$ cat src/rtl/hexdump_pkg.sv
package hexdump_pkg;

    typedef enum logic [3:0] {
        ST_IDLE  = 4'd0,
        ST_SEEK  = 4'd1,
        ST_PICK  = 4'd2,
        ST_READ  = 4'd3,
        ST_READY = 4'd4,
        ST_SEND  = 4'd5
    } st_e;

    typedef enum logic [3:0] {
        IT_COLON = 4'd0,
        IT_CNT   = 4'd1,
        IT_AHI   = 4'd2,
        IT_ALO   = 4'd3,
        IT_TYPE  = 4'd4,
        IT_DATA  = 4'd5,
        IT_CSUM  = 4'd6,
        IT_CR    = 4'd7,
        IT_LF    = 4'd8
    } item_e;

    // sequencer condition selector; the send strobe is decoded from CS_SEND
    typedef enum logic [1:0] {
        CS_NONE  = 2'd0,
        CS_WAIT  = 2'd1,
        CS_READY = 2'd2,
        CS_SEND  = 2'd3
    } cond_e;

    localparam logic [7:0] CH_COLON = 8'h3A;
    localparam logic [7:0] CH_CR    = 8'h0D;
    localparam logic [7:0] CH_LF    = 8'h0A;

    function automatic logic [7:0] hex_ascii(input logic [3:0] n);
        return (n < 4'd10) ? (8'h30 + {4'h0, n}) : (8'h37 + {4'h0, n});
    endfunction

endpackage

$ cat src/rtl/hd_ready_filter.sv
module hd_ready_filter #(
    parameter int SAMPLES = 3
) (
    input  logic clk_i,
    input  logic rst_ni,
    input  logic en_i,
    input  logic ready_i,
    output logic ok_o
);
    localparam int CW = $clog2(SAMPLES + 1);

    logic [CW-1:0] cnt_d, cnt_q;

    always_comb begin
        ok_o  = en_i && ready_i && (cnt_q == CW'(SAMPLES - 1));
        cnt_d = cnt_q;
        if (!en_i || !ready_i || ok_o) begin
            cnt_d = '0;
        end else begin
            cnt_d = cnt_q + 1'b1;
        end
    end

    always_ff @(posedge clk_i or negedge rst_ni) begin
        if (!rst_ni) begin
            cnt_q <= '0;
        end else begin
            cnt_q <= cnt_d;
        end
    end
endmodule

$ cat src/rtl/hd_page_seek.sv
module hd_page_seek #(
    parameter int ADDR_W = 16,
    parameter int PAGE_W = 13,
    parameter int NPAGE  = 1 << (ADDR_W - PAGE_W)
) (
    input  logic [ADDR_W:0]   cur_i,
    input  logic [NPAGE-1:0]  mask_i,
    output logic              hit_o,
    output logic              end_o,
    output logic [ADDR_W:0]   skip_o
);
    localparam int IDX_W = ADDR_W - PAGE_W;
    localparam logic [ADDR_W:0] OFS_ONES = (ADDR_W + 1)'((1 << PAGE_W) - 1);

    logic [IDX_W-1:0] idx;
    logic [NPAGE-1:0] sel;

    assign idx = cur_i[ADDR_W-1:PAGE_W];

    generate
        for (genvar k = 0; k < NPAGE; k++) begin : g_page
            assign sel[k] = mask_i[k] && (idx == IDX_W'(k));
        end
    endgenerate

    assign end_o  = cur_i[ADDR_W];
    assign hit_o  = (|sel) && !cur_i[ADDR_W];
    assign skip_o = (cur_i | OFS_ONES) + 1'b1;
endmodule

$ cat src/rtl/hd_char_mux.sv
module hd_char_mux
    import hexdump_pkg::*;
#(
    parameter int ADDR_W = 16
) (
    input  item_e             item_i,
    input  logic              nib_i,
    input  logic              eof_i,
    input  logic [7:0]        len_i,
    input  logic [ADDR_W-1:0] rec_addr_i,
    input  logic [7:0]        data_i,
    input  logic [7:0]        sum_i,
    output logic [7:0]        byte_o,
    output logic [7:0]        char_o
);
    logic [15:0] rec16;
    assign rec16 = 16'(rec_addr_i);

    always_comb begin
        case (item_i)
            IT_CNT:  byte_o = eof_i ? 8'h00 : len_i;
            IT_AHI:  byte_o = eof_i ? 8'h00 : rec16[15:8];
            IT_ALO:  byte_o = eof_i ? 8'h00 : rec16[7:0];
            IT_TYPE: byte_o = {7'b0, eof_i};
            IT_DATA: byte_o = data_i;
            IT_CSUM: byte_o = 8'h00 - sum_i;
            default: byte_o = 8'h00;
        endcase
        case (item_i)
            IT_COLON: char_o = CH_COLON;
            IT_CR:    char_o = CH_CR;
            IT_LF:    char_o = CH_LF;
            default:  char_o = hex_ascii(nib_i ? byte_o[3:0] : byte_o[7:4]);
        endcase
    end
endmodule

$ cat src/rtl/mem_hex_dumper.sv
module mem_hex_dumper
    import hexdump_pkg::*;
#(
    parameter int ADDR_W        = 16,
    parameter int PAGE_W        = 13,
    parameter int LEN_SHORT     = 16,
    parameter int LEN_LONG      = 32,
    parameter int READY_SAMPLES = 3
) (
    input  logic                             clk_i,
    input  logic                             rst_ni,
    input  logic                             start_i,
    input  logic [(1<<(ADDR_W-PAGE_W))-1:0]  page_mask_i,
    input  logic                             long_rec_i,
    input  logic                             bus_req_n_i,
    output logic                             bus_ack_n_o,
    input  logic                             wait_n_i,
    output logic                             rd_n_o,
    output logic [ADDR_W-1:0]                addr_o,
    input  logic [7:0]                       data_i,
    output logic                             busy_o,
    output logic [15:0]                      dbg_o,
    input  logic                             tx_ready_i,
    output logic                             tx_send_o,
    output logic [7:0]                       tx_char_o
);
    localparam int NPAGE = 1 << (ADDR_W - PAGE_W);
    localparam int CNT_W = $clog2(LEN_LONG);

    typedef struct packed {
        st_e                st;
        item_e              item;
        logic               nib;
        logic               eof;
        logic               lng;
        logic [NPAGE-1:0]   mask;
        logic [ADDR_W:0]    cur;
        logic [ADDR_W-1:0]  rec;
        logic [CNT_W-1:0]   bcnt;
        logic [7:0]         sum;
        logic [7:0]         data;
        logic [7:0]         chr;
    } regs_t;

    regs_t r_d, r_q;

    cond_e           cond;
    logic            rdy_ok;
    logic            pg_hit, pg_end;
    logic [ADDR_W:0] pg_skip;
    logic [7:0]      len_byte;
    logic [CNT_W-1:0] last_idx;
    logic [7:0]      cur_byte, cur_char;

    assign len_byte = r_q.lng ? 8'(LEN_LONG) : 8'(LEN_SHORT);
    assign last_idx = r_q.lng ? CNT_W'(LEN_LONG - 1) : CNT_W'(LEN_SHORT - 1);

    always_comb begin
        case (r_q.st)
            ST_READ:  cond = CS_WAIT;
            ST_READY: cond = CS_READY;
            ST_SEND:  cond = CS_SEND;
            default:  cond = CS_NONE;
        endcase
    end

    hd_ready_filter #(.SAMPLES(READY_SAMPLES)) u_rdy (
        .clk_i   (clk_i),
        .rst_ni  (rst_ni),
        .en_i    (cond == CS_READY),
        .ready_i (tx_ready_i),
        .ok_o    (rdy_ok)
    );

    hd_page_seek #(.ADDR_W(ADDR_W), .PAGE_W(PAGE_W), .NPAGE(NPAGE)) u_seek (
        .cur_i  (r_q.cur),
        .mask_i (r_q.mask),
        .hit_o  (pg_hit),
        .end_o  (pg_end),
        .skip_o (pg_skip)
    );

    hd_char_mux #(.ADDR_W(ADDR_W)) u_mux (
        .item_i     (r_q.item),
        .nib_i      (r_q.nib),
        .eof_i      (r_q.eof),
        .len_i      (len_byte),
        .rec_addr_i (r_q.rec),
        .data_i     (r_q.data),
        .sum_i      (r_q.sum),
        .byte_o     (cur_byte),
        .char_o     (cur_char)
    );

    always_comb begin
        r_d = r_q;
        case (r_q.st)
            ST_IDLE: begin
                if (start_i && !bus_req_n_i) begin
                    r_d.st   = ST_SEEK;
                    r_d.mask = page_mask_i;
                    r_d.lng  = long_rec_i;
                    r_d.cur  = '0;
                    r_d.eof  = 1'b0;
                end
            end
            ST_SEEK: begin
                if (pg_end || pg_hit) begin
                    r_d.eof  = pg_end;
                    r_d.rec  = r_q.cur[ADDR_W-1:0];
                    r_d.item = IT_COLON;
                    r_d.nib  = 1'b0;
                    r_d.bcnt = '0;
                    r_d.sum  = 8'h00;
                    r_d.st   = ST_PICK;
                end else begin
                    r_d.cur = pg_skip;
                end
            end
            ST_PICK: begin
                if (r_q.item == IT_DATA && !r_q.nib) begin
                    r_d.st = ST_READ;
                end else begin
                    r_d.chr = cur_char;
                    r_d.st  = ST_READY;
                end
            end
            ST_READ: begin
                if (wait_n_i) begin
                    r_d.data = data_i;
                    r_d.chr  = hex_ascii(data_i[7:4]);
                    r_d.st   = bus_req_n_i ? ST_IDLE : ST_READY;
                end
            end
            ST_READY: begin
                if (rdy_ok) begin
                    r_d.st = ST_SEND;
                end
            end
            ST_SEND: begin
                r_d.st = ST_PICK;
                case (r_q.item)
                    IT_COLON: r_d.item = IT_CNT;
                    IT_CR:    r_d.item = IT_LF;
                    IT_LF:    r_d.st   = r_q.eof ? ST_IDLE : ST_SEEK;
                    default: begin
                        if (!r_q.nib) begin
                            r_d.nib = 1'b1;
                        end else begin
                            r_d.nib = 1'b0;
                            if (r_q.item != IT_CSUM) begin
                                r_d.sum = r_q.sum + cur_byte;
                            end
                            case (r_q.item)
                                IT_CNT:  r_d.item = IT_AHI;
                                IT_AHI:  r_d.item = IT_ALO;
                                IT_ALO:  r_d.item = IT_TYPE;
                                IT_TYPE: r_d.item = r_q.eof ? IT_CSUM : IT_DATA;
                                IT_DATA: begin
                                    r_d.cur  = r_q.cur + 1'b1;
                                    r_d.bcnt = r_q.bcnt + 1'b1;
                                    if (r_q.bcnt == last_idx) begin
                                        r_d.item = IT_CSUM;
                                    end
                                end
                                default: r_d.item = IT_CR;
                            endcase
                        end
                    end
                endcase
            end
            default: r_d.st = ST_IDLE;
        endcase
        // bus withdrawn: leave at once unless a read is still open
        if (bus_req_n_i && r_q.st != ST_IDLE && r_q.st != ST_READ) begin
            r_d.st = ST_IDLE;
        end
    end

    always_ff @(posedge clk_i or negedge rst_ni) begin
        if (!rst_ni) begin
            r_q <= '0;
        end else begin
            r_q <= r_d;
        end
    end

    assign busy_o      = (r_q.st != ST_IDLE);
    assign bus_ack_n_o = !busy_o;
    assign rd_n_o      = (r_q.st != ST_READ);
    assign addr_o      = busy_o ? r_q.cur[ADDR_W-1:0] : '0;
    assign tx_send_o   = (cond == CS_SEND);
    assign tx_char_o   = r_q.chr;
    assign dbg_o       = {r_q.st, r_q.item, cond, r_q.nib, r_q.eof, r_q.lng,
                          bus_ack_n_o, busy_o, 1'b0};
endmodule

$ cat config.mk
export PLATFORM = sky130hd
export DESIGN_NAME = mem_hex_dumper
export DESIGN_NICKNAME = d
export VERILOG_FILES = /design/src/rtl/hexdump_pkg.sv /design/src/rtl/hd_ready_filter.sv /design/src/rtl/hd_page_seek.sv /design/src/rtl/hd_char_mux.sv /design/src/rtl/mem_hex_dumper.sv
export SDC_FILE = /design/constraint.sdc
export NUM_CORES = 1
export LEC_CHECK = 0
export ABC_CLOCK_PERIOD_IN_PS = 3500
export CAP_MARGIN = 15
export CORE_AREA = 2 2 104 106
export DETAILED_ROUTE_END_ITERATION = 10
export DIE_AREA = 0 0 106 108
export DONT_BUFFER_PORTS = 1
export GPL_TIMING_DRIVEN = 0
export MAX_ROUTING_LAYER = met4
export REMOVE_ABC_BUFFERS = 1
export SLEW_MARGIN = 5
export SYNTH_ARGS = -nofsm -noshare
export SYNTH_HDL_FRONTEND = slang
export SYNTH_SLANG_ARGS = --single-unit
export TNS_END_PERCENT = 10
$ cat constraint.sdc
create_clock -name clk_i -period 3.5 [get_ports clk_i]
set_input_delay 0.175 -clock clk_i [delete_from_list [all_inputs] [get_ports clk_i]]
set_output_delay 0.175 -clock clk_i [all_outputs]
set_load 0.05 [all_outputs]
; Word level (Yosys, flattened, before mapping)
; Index checks and enable logic that the tools add are counted.
[word_totals]
in_bits = 23
wordCells = 159
register_bits = 83
output_inout_bits = 44
[classes]
magnitude_cmp = 2
n_reduce_logical = 45
eq_ne = 42
muxes = 47
addsub = 10
[op_table]
columns = op, count
row1 = $mux W17, 4
row2 = $pmux W17 S3, 1
row3 = $mux W8, 6
row4 = $pmux W8 S6, 1
row5 = $mux W13, 3
row6 = $add A17 B1 Y17 const B, 2
row7 = $add A6 B4 Y7 const A, 4
row8 = $mux W4, 7
row9 = $mux W27, 1
row10 = $pmux W13 S2, 1
row11 = $eq A4 B3 Y1 const B, 6
row12 = $pmux W4 S6, 1
row13 = $pmux W8 S3, 1
row14 = $ne A2 B2 Y1 const B, 10
row15 = $pmux W4 S5, 1
row16 = $eq A4 B2 Y1 const B, 4
row17 = $mux W16, 1
row18 = $pmux W8 S2, 1
row19 = $logic_and A1 B1 Y1, 15
row20 = $reduce_and A5 Y1, 3
row21 = $eq A3 B3 Y1 const B, 4
row22 = $mux W6, 2
row23 = $ne A3 B3 Y1 const B, 4
row24 = $pmux W4 S3, 1
row25 = other kinds (36), 62

; Longest topological paths before layout
; Gate-level depths: netlist (run 1).
[logic_depth]
depth_word = 9
ltp_mapped = 15
depth_no_buf = 14

; Cells and area by module
; Synthesis (run 1) repeated with hierarchy kept, for this count alone.
[hier_totals]
cells_unflattened = 647
area_unflattened_um2 = 5977.0
[by_module_without_submodules]
columns = mod, cells_per_inst, seq_area_each_um2, instances, area_each_um2
row1 = mem_hex_dumper, 496, 2001.9, 1, 4769.6
row2 = hd_char_mux, 111, 0.0, 1, 844.6
row3 = hd_page_seek, 33, 0.0, 1, 264.0
row4 = hd_ready_filter, 7, 50.0, 1, 98.8

; Worst setup path after synthesis (run 1)
; No wires, ideal clock.
[synth_timing]
path_type = register to register
start = register r_q[17] in the netlist's numbering
end = register r_q[23] in the netlist's numbering
path_stages_with_launch = 14
t_required_ps = 3424
path_buffers = 0
slack_ps = 456
arrival_ps = 2967
setup_time_ps = 76
synth_period_minus_slack_ps = 3044
cell_sequence = dfrtp_1 -> inv_1 -> ha_1 -> xnor2_1 -> a22o_1 -> a221oi_1 -> inv_1 -> ha_1 -> nor2b_1 -> o31a_1 -> o41ai_1 -> xnor2_1 -> or4_1 -> o21ai_1
[synth_via]
elab_chain_len = 7
[synth_lines]
columns = item, line_no
row1 = start: declaration, mem_hex_dumper.sv:45  ; regs_t r_d, r_q;
row2 = start signal: assignment, mem_hex_dumper.sv:184  ; r_q <= r_d;
row3 = $sub A1 B8 Y8, hd_char_mux.sv:26  ; IT_CSUM: byte_o = 8'h00 - sum_i;
row4 = $pmux W8 S6, hd_char_mux.sv:20  ; case (item_i)
row5 = $add A8 B8 Y8 (*), mem_hex_dumper.sv:152  ; r_d.sum = r_q.sum + cur_byte;
row6 = $mux W8 (*), mem_hex_dumper.sv:151  ; if (r_q.item != IT_CSUM) begin
row7 = $mux W13 (*), mem_hex_dumper.sv:147  ; if (!r_q.nib) begin
row8 = $mux W13 (*), mem_hex_dumper.sv:142  ; case (r_q.item)
row9 = $pmux W13 S2 (*), mem_hex_dumper.sv:97  ; case (r_q.st)
; Every way passes the cells marked *; elsewhere a longest branch is shown, timed or not. The select of a mux whose other input is x is not followed.
; A chain may end at the register's enable or synchronous reset.

; Worst setup path after layout (run 1)
[layout_timing]
start = register r_q, in the netlist dbg_o[11]
end = register r_q[23] in the netlist's numbering
[layout_via]
elab_chain_len = 7
word_cells_on_any_way = 20
classes_between = add/sub: 1 / eq/ne: 11 / mux: 5 / reduce/logical: 3
[layout_lines]
columns = item, line_no
row1 = "$eq A4 B3 Y1, or another cell as far along", hd_char_mux.sv:20
row2 = $pmux W8 S6, hd_char_mux.sv:20
row3 = $add A8 B8 Y8, mem_hex_dumper.sv:152
row4 = $mux W8, mem_hex_dumper.sv:151
row5 = $mux W13, mem_hex_dumper.sv:147
row6 = $mux W13, mem_hex_dumper.sv:142
row7 = $pmux W13 S2, mem_hex_dumper.sv:97
; Several ways; a longest one is shown, not always the timed one. The select of a mux whose other input is x is not followed.

==> results of run 1 <==
[flip-flops by register name, summed over array words and instances (netlist names)]
| signal | count |
|---|---|
| dbg_o | 10 |
| r_q | 62 |
| tx_char_o | 7 |
| u_rdy.cnt_q | 2 |
[power by group]
group | total (mW) | internal, mW | switching, mW | leakage, nW
registers | 1.47 | 1.09 | 0.375 | 1.07
clock network | 0.862 | 0.483 | 0.379 | 0.122
logic | 1.11 | 0.374 | 0.731 | 1.32
total | 3.44 | 1.95 | 1.48 | 2.51
[how the worst max path moves through the flow]
stage / startpoint / slack (ps) / to
after floorplan: dbg_o[14] / -2540 / dbg_o[14]
after detailed placement: dbg_o[9] / -690 / r_q[23]
after global routing: dbg_o[11] / -30 / r_q[23]
after CTS: dbg_o[8] / 9 / r_q[23]
final: dbg_o[11] / 90 / r_q[23]
after global placement: dbg_o[14] / -3620 / dbg_o[14]
[final cells by class]
| type | instances | area [um^2] | area share (%) |
|---|---|---|---|
| Multi-Input combinational cell | 423 | 2744 | 48.99 |
| Sequential cell | 81 | 2046 | 36.53 |
| Timing Repair Buffer | 29 | 295.3 | 5.273 |
| Tap cell | 136 | 170.2 | 3.038 |
| Clock inverter | 7 | 126.4 | 2.256 |
| Clock buffer | 9 | 123.9 | 2.212 |
| Inverter | 25 | 95.09 | 1.698 |
[synth_stat cells (all sizes together), types with 4 or more instances]
library cell / n / share of area [%]
nand2b: 6 / 0.74
and2: 4 / 0.49
clkbuf: 13 / 0.97
nand2: 83 / 6.2
xnor2: 5 / 0.87
xor2: 19 / 3.3
or3: 4 / 0.59
a221oi: 4 / 0.69
buf: 30 / 4.1
and3: 8 / 0.99
a22o: 4 / 0.69
o21a: 5 / 0.74
nand3: 16 / 1.6
a31oi: 7 / 0.99
a221o: 4 / 0.79
nand4: 6 / 0.74
a21oi: 20 / 2.0
nor3: 12 / 1.5
o31ai: 9 / 1.3
inv: 24 / 1.8
o211ai: 4 / 0.59
nor2: 49 / 3.6
ha: 19 / 4.7
o21ai: 39 / 3.9
nand3b: 6 / 0.89
nor2b: 23 / 2.8
dfrtp: 81 / 40
mux2: 17 / 3.8
[stage by stage]
stage | cells | power [mW] | worst slack (ps) | TNS (ps)
2_1_floorplan | 529 | 2.198 | -2544 | -51000
3_3_place_gp | 665 | 2.421 | -3617 | -86830
3_5_place_dp | 669 | 2.536 | -692.8 | -1974
4_1_cts | 705 | 3.442 | 9.049 | 0
5_1_grt | 710 | 3.630 | -32.35 | -38.35
6_report | 710 | 3.436 | 85.62 | 0
[logic make-up (layout without fill, tap and decap cells)]
kind of cell | after synthesis | after routing | share of synthesized area, %
flops | 81 | 81 | 40.10
fa+ha+maj | 20 | 20 | 5.099
xor+xnor | 24 | 24 | 4.158
simple gates | 228 | 228 | 21.96
buf+inv | 68 | 70 | 6.931
other cells | 1 | 3 | 0.07419
compound gates | 128 | 128 | 17.30
mux | 20 | 20 | 4.381
[worst max-delay path, stage by stage (launching register included)]
cell and delay (ps):
dfrtp_4 600, or3_4 460, nor3_4 270, buf_4 190, a211o_1 150, ha_1 240
a21oi_1 150, nor2b_1 70, o31a_1 270, o41ai_2 310, xnor2_1 130, or4_1 410
o21ai_1 90
[what timing repair did]
item | CTS | global route
gates resized for setup | 12 | 9
endpoints found under the setup margin | 14 | 13
hold buffers | 20 | 0
pin swaps | 0 | 1
setup buffers | 0 | 5
hold endpoints to repair | 100 | 0
[layer usage]
layer / part of all wire [%] / wire length [um] / vias up / global-route usage [%]
li1: - / - / 1985 / -
met5: 0 / 0 / - / -
met1: 47 / 5887 / 2000 / 33.90
met2: 47 / 5880 / 123 / 35.53
met3: 5.7 / 715 / 13 / 3.134
met4: 1.0 / 126 / 0 / 6.391
==> impl_metrics.yaml, run 1 <==
timing:
  min_period_over_period_pct: 97.55
  period_needed_ps: 3414
  relSlewSlack_pct: 33.52
  worstMarginPinSlew_ps: 994.7
  whs_ps: 25.47
  grt_setup_unrepaired: "true"
  fmax_ghz: 0.2929
  slew_viol_final: 0
  hold_violations: 0
  finClkSkew_ps: 8.769
  setup_viol: 0
synth:
  synth-edff-count: 0
  syn_avg_cell_area_um2: 8.868
  synth.cell_area_um2: 5055
  yosys_warnings: 0
  synth_cell_types: 64
  synth_cells: 570
  ys_seq_area_share_pct: 40.10
  yosys_register_bits: 81
  ys.flop_type: "dfrtp_1"
  async_flop_share_pct: 100.0
grt:
  antenna_found_initial: 0
  first_global_vias: 3984
  grt_use_total_pct: 23.64
  grt-ovfl-total: 0
  grt_start_max_net_pins: 82
  grt_pass1_wl_um: 20750
clock_tree:
  insertion_delay_ps: 360
  tritoncts: "done"
  cts_buffers: 9
  cts_buffer_depth: 2
  cts.clk_slew.worst_paths_ps: 90
  cts-root-buf: "clkbuf_8"
  cts.sinks: 81
  htreeDepth: 3
critical_path:
  arrival_ps: 3700
  reg2reg_slack_ps: 90
  r2r_end: "r_q[23]"
  worst-path-max-fanout: 8
  critPathLaunchType: "flop"
  cp-end-kind: "flop"
  required_ps: 3790
  timing.rr.start: "dbg_o[11]"
  critical_path_class: "reg2reg"
  ff2ff_path_depth: 12
floorplan:
  die_y_um: 108
  io_pins: 67
  core_area_um2: 10230
  die_x_um: 106
  rows: 37
  dieArea_um2: 11450
  start_util_pct: 49.41
run_status:
  status: "complete, no violations"
layout:
  finalInstanceArea_um2: 5600
  n_antenna_cell: 0
  layout-drive-gt1-share_pct: 11.85
  nFillCells: 963
  final_common_cell: "nand2_1"
  nets: 612
  final_cell_mix: "82 x nand2_1, 74 x dfrtp_1, 49 x nor2_1"
  final_util_pct: 54.74
  area_delta_synth_final_pct: 10.79
power_and_ir_drop:
  leakagePower_nw: 2.508
  power_density_nw_per_um2: 613.5
  vdd_drop_max_mv: 0.4689
min_path:
  hold_depth: 3
  hold_end: "dbg_o[14]"
  min_path_type: "in2reg"
  holdCritStartpoint: "tx_ready_i"
routing:
  drt_pre_antenna_iters: 6
  via_per_inst: 5.804
  wl_um: 12610
  routedWlPerCell_um: 17.76
  antenna_left: 0
  drc: 0
  routed-via-count: 4121
  drtIter0Drc: 241
place:
  dpl_cell_area_um2: 5032
  hpwlAfterDp_um: 8923
  routabilityCongestion: 0.8474
  numPortBuffers: 0
flow_run:
  drv_cap: 0
Power figures use the tool's default switching activity.
==> run 2, diff against run 1 <==
--- a/config.mk
+++ b/config.mk
@@ -13,6 +13,7 @@
 export DONT_BUFFER_PORTS = 1
 export GPL_TIMING_DRIVEN = 0
 export MAX_ROUTING_LAYER = met4
+export RECOVER_POWER = 25
 export REMOVE_ABC_BUFFERS = 1
 export SLEW_MARGIN = 5
 export SYNTH_ARGS = -nofsm -noshare
==> run 2 against run 1 <==
The run now ends with max-capacitance violations, max-slew violations left. First-iteration DRC count is 9.1% higher. Via count is 0.27% lower. Sequential cell count stayed put. Fmax hardly changed. Clock power is 0.5% lower. Sequential share of layout area is 0.15 points higher. Core utilization is 0.22 points lower. Register-to-register slack hardly changed. Clock skew is 1.6 ps higher. Design area is 0.40% lower. Critical path type unchanged.
==> impl_metrics.yaml, run 2 (synthesis gave the netlist of run 1 again) <==
timing:
  relSlewSlack_pct: -35.63
  hold_violations: 0
  worstMarginPinSlew_ps: 2034
  setup_viol: 0
  setup_slack_ps: 85.22
  finClkSkew_ps: 10.40
  slew_viol_final: 82
  finalSetupTns_ps: 0
  period_needed_ps: 3415
  min_period_over_period_pct: 97.57
  grt_setup_unrepaired: "true"
  whs_ps: 26.17
  fmax_ghz: 0.2928
grt:
  grt_start_max_net_pins: 82
  first_global_vias: 3984
  antenna_found_initial: 0
  grt_use_total_pct: 23.64
  grt_pass1_wl_um: 20750
  grt-ovfl-total: 0
routing:
  via_per_inst: 5.789
  antenna_left: 0
  drt_pre_antenna_iters: 7
  routed-via-count: 4110
  wl_um: 12560
  drc: 0
  routedWlPerCell_um: 17.68
  drtIter0Drc: 263
place:
  dpl_cell_area_um2: 5032
  hpwlAfterDp_um: 8923
  place_ws_ps: -692.8
  place_inst: 669
  numPortBuffers: 0
  routabilityCongestion: 0.8474
critical_path:
  ff2ff_path_depth: 12
  worst-path-max-fanout: 8
  r2r_end: "r_q[23]"
  required_ps: 3790
  critical_path_class: "reg2reg"
  reg2reg_slack_ps: 90
  critPathLaunchType: "flop"
  arrival_ps: 3700
  cp-end-kind: "flop"
  timing.rr.start: "dbg_o[11]"
floorplan:
  io_pins: 67
  start_util_pct: 49.41
  die_x_um: 106
  core_area_um2: 10230
  die_y_um: 108
  dieArea_um2: 11450
  rows: 37
min_path:
  min_path_type: "in2reg"
  hold_depth: 2
  hold_end: "r_q[13]"
  holdCritStartpoint: "data_i[5]"
layout:
  regMostFlops: "r_q"
  nFillCells: 966
  n_antenna_cell: 0
  stdcell_count: 710
  nets: 612
  final_util_pct: 54.52
  layout-drive-gt1-share_pct: 11.85
  area_delta_synth_final_pct: 10.35
  final_common_cell: "nand2_1"
  final_cell_mix: "82 x nand2_1, 74 x dfrtp_1, 49 x nor2_1"
  finalInstanceArea_um2: 5578
  largest_register_ffs: 62
clock_tree:
  cts_buffer_depth: 2
  insertion_delay_ps: 360
  cts.clk_slew.worst_paths_ps: 90
  tritoncts: "done"
  htreeDepth: 3
  cts-root-buf: "clkbuf_8"
  cts.sinks: 81
  cts_buffers: 9
power_and_ir_drop:
  power_density_nw_per_um2: 614.4
  leakagePower_nw: 2.499
  vdd_drop_max_mv: 0.4688
  total_power_mw: 3.427
run_status:
  violations: "max-capacitance violations, max-slew violations"
  status: "finished with violations"
flow_run:
  drv_cap: 1
-- run 2: per-layer routing --
metal / GRT usage (%) / part of all wire [%] / vias to the layer above
met5: - / 0 / -
met3: 3.134 / 4.8 / 11
met2: 35.53 / 47 / 118
met4: 6.391 / 0.93 / 0
met1: 33.90 / 47 / 1999
li1: - / - / 1982
-- run 2: final cells by class --
cell class	instances	area, um^2	area share, %
flip-flops and latches	81	2046	36.68
multi-input cells	423	2744	49.19
repair buffers	29	272.8	4.890
clock inverters	7	126.4	2.266
clock buffers	9	123.9	2.221
inverters	25	95.09	1.705
well taps	136	170.2	3.051
-- run 2: how the worst max path moves through the flow --
| stage | startpoint | to | slack (ps) | cells past startpoint |
|---|---|---|---|---|
| floorplan | dbg_o[14] | dbg_o[14] | -2540 | 4 |
| global placement | dbg_o[14] | dbg_o[14] | -3620 | 4 |
| detailed placement | dbg_o[9] | r_q[23] | -690 | 11 |
| CTS | dbg_o[8] | r_q[23] | 9 | 11 |
| global route | dbg_o[11] | r_q[23] | -30 | 12 |
| finish | dbg_o[11] | r_q[23] | 90 | 12 |
-- run 2: worst max-delay path, stage by stage, from the launching register on --
cell	delay, ps
dfrtp_4	600
or3_4	470
nor3_4	270
buf_4	190
a211o_1	150
ha_1	240
a21oi_1	150
nor2b_1	70
o31a_1	270
o41ai_2	310
xnor2_1	130
or4_1	410
o21ai_1	90
-- run 2: report_power, final --
group | internal, mW | switching [mW] | leakage, nW | total [mW]
clock network | 0.483 | 0.375 | 0.122 | 0.858
registers | 1.09 | 0.375 | 1.07 | 1.47
logic | 0.371 | 0.729 | 1.31 | 1.10
-- run 2: what timing repair did --
item,CTS,global route
endpoints found under the hold margin,100,0
gates resized for setup,12,9
endpoints found under the setup margin,14,13
cloned,0,0
buffers inserted,0,5
hold buffers,20,0
pin swaps,0,1
==> run 3, diff against run 2 <==
--- a/config.mk
+++ b/config.mk
@@ -8,6 +8,7 @@
 export ABC_CLOCK_PERIOD_IN_PS = 3500
 export CAP_MARGIN = 15
 export CORE_AREA = 2 2 104 106
+export CTS_CLUSTER_DIAMETER = 80
 export DETAILED_ROUTE_END_ITERATION = 10
 export DIE_AREA = 0 0 106 108
 export DONT_BUFFER_PORTS = 1
@@ -15,6 +16,7 @@
 export MAX_ROUTING_LAYER = met4
 export RECOVER_POWER = 25
 export REMOVE_ABC_BUFFERS = 1
+export SETUP_SLACK_MARGIN = 0.15
 export SLEW_MARGIN = 5
 export SYNTH_ARGS = -nofsm -noshare
 export SYNTH_HDL_FRONTEND = slang
==> run 3 against run 2 <==
The flow still finishes with violations (max-capacitance violations, max-slew violations). Critical endpoint unchanged. Register-to-register slack better by 80 ps. Global-route usage grew 0.12 points. Worst setup slack gained 76 ps. Via count rose by 0.12%. Critical path type unchanged. Combinational power hardly changed. First-iteration DRC count down 3.4%. Clock power barely moved. Highest routed layer unchanged. Sequential power is essentially flat. Largest power group unchanged.
==> impl_metrics.yaml, run 3 (synthesis gave the netlist of run 1 again) <==
run_status:
  status: "finished with violations"
  violations: "max-capacitance violations, max-slew violations"
power_and_ir_drop:
  clockPowerShare_pct: 25.0
  vdd_drop_max_mv: 0.4692
  power_report.internal_total_mw: 1.949
  swShare_pct: 43.26
  power_density_nw_per_um2: 615.7
  leakagePower_nw: 2.499
  comb_power_share_pct: 32.2
  total_power_mw: 3.435
  switchingPower_mw: 1.486
  pwr-share-seq_pct: 42.8
critical_path:
  cp-end-kind: "flop"
  required_ps: 3790
  crit_path_end: "r_q[23]"
  ff2ff_path_depth: 11
  critical_path_class: "reg2reg"
  worst-path-max-fanout: 15
  max_stage_delay_ps: 630
  reg2reg_slack_ps: 160
  arrival_ps: 3630
  critPathLaunchType: "flop"
  timing.rr.start: "dbg_o[8]"
  critPathLaunch: "dbg_o[8]"
  cp_slowest_cell: "dfrtp_4"
  crit_chain: "and4bb_4 -> a22o_1 -> a221oi_4 -> inv_1 -> ha_1 -> nor2b_1 -> o31a_1 -> o41ai_2 -> xnor2_1 -> or4_1 -> o21ai_1"
  r2r_end: "r_q[23]"
floorplan:
  core_area_um2: 10230
  die_x_um: 106
  rows: 37
  start_util_pct: 49.41
  dieArea_um2: 11450
  die_y_um: 108
  io_pins: 67
routing:
  drt_pre_antenna_iters: 8
  via_per_inst: 5.796
  routed-via-count: 4115
  routedWlPerCell_um: 17.84
  drtIter0Drc: 254
  antenna_left: 0
  drc: 0
  wl_um: 12670
grt:
  grt_pass1_wl_um: 20840
  grt_use_total_pct: 23.76
  first_global_vias: 4004
  grt-ovfl-total: 0
  antenna_found_initial: 0
  grt_start_max_net_pins: 82
timing:
  finClkSkew_ps: 9.600
  finalSetupTns_ps: 0
  hold_violations: 0
  relSlewSlack_pct: -35.97
  slew_viol_final: 82
  min_period_over_period_pct: 95.39
  grt_setup_unrepaired: "true"
  fmax_ghz: 0.2995
  period_needed_ps: 3339
  setup_viol: 0
  worstMarginPinSlew_ps: 2039
clock_tree:
  insertion_delay_ps: 360
  cts.sinks: 81
  cts-root-buf: "clkbuf_8"
  cts.clk_slew.worst_paths_ps: 90
  tritoncts: "done"
  cts_buffers: 9
  cts_buffer_depth: 2
  htreeDepth: 3
layout:
  multiInputGateArea_um2: 2744
  final_common_cell: "nand2_1"
  regArea_um2: 2046
  layout-drive-gt1-share_pct: 11.85
  nets: 612
  final_cell_mix: "82 x nand2_1, 74 x dfrtp_1, 49 x nor2_1"
  largest_register_ffs: 62
  regMostFlops: "r_q"
  area_delta_synth_final_pct: 10.37
  nFillCells: 964
  n_antenna_cell: 0
place:
  numPortBuffers: 0
  routabilityCongestion: 0.8474
  hpwlAfterDp_um: 8923
min_path:
  hold_depth: 2
  min_path_type: "in2reg"
flow_run:
  drv_cap: 1
-- run 3: changes by cell type in the layout (fill, tap and decap cells not counted), sizes merged --
cell / before / now
clkinv: 3 / 2
inv: 25 / 26
-- run 3: area by class of cell --
type | instances | area share [%]
multi-input cells | 423 | 49.18
flip-flops and latches | 81 | 36.67
repair buffers | 29 | 4.889
well taps | 136 | 3.050
clock inverters | 7 | 2.265
clock buffers | 9 | 2.220
inverters | 25 | 1.727
-- run 3: repair_timing --
item	in CTS	in global routing
pin swaps	1	1
hold buffers	20	0
setup endpoints to repair	15	14
hold endpoints to repair	100	0
resized for setup	16	5
buffers inserted	3	2
-- run 3: worst min path at each step --
stage	slack, ps	end	from
final	30	r_q[13]	data_i[5]
after CTS	20	dbg_o[14]	tx_ready_i
after global routing	20	dbg_o[12]	bus_req_n_i
after floorplan	-120	dbg_o[10]	rst_ni
after global placement	-120	r_q[20]	rst_ni
after detailed placement	-120	r_q[20]	rst_ni
-- run 3: power by group through the flow --
stage | sequential, mW | clock [mW] | combinational (mW)
floorplan | 1.41 | 0 | 0.785
global placement | 1.47 | 0 | 0.949
detailed placement | 1.48 | 0 | 1.06
CTS | 1.46 | 0.877 | 1.11
global route | 1.49 | 0.920 | 1.21
finish | 1.47 | 0.860 | 1.10
-- run 3: worst max-delay path, delay by kind of cell (launching register included) --
family	cells	cell delay [ps]
compound gates	5	1250
simple gates	3	890
flops	1	630
fa+ha+maj	1	300
xor+xnor	1	130
buf+inv	1	80
-- run 3: layer usage --
metal / part of all wire (%) / track usage [%] / wire length (um)
met1: 48 / 33.95 / 6024
met2: 47 / 35.90 / 5892
met3: 4.8 / 3.134 / 609
met4: 1.1 / 6.391 / 138
met5: 0 / - / 0
-- run 3: per-stage QoR --
step	utilization, %	hold slack (ps)	cells	setup slack, ps	cell area [um^2]
after global routing	54.53	16.08	710	18.52	5579
after detailed placement	49.19	-118.2	669	-692.8	5032
after CTS	54.47	19.61	708	98.99	5573
final	54.53	25.80	710	161.3	5579
after global placement	48.64	-117.8	665	-3617	4976
after floorplan	-	-120.6	529	-2544	4806
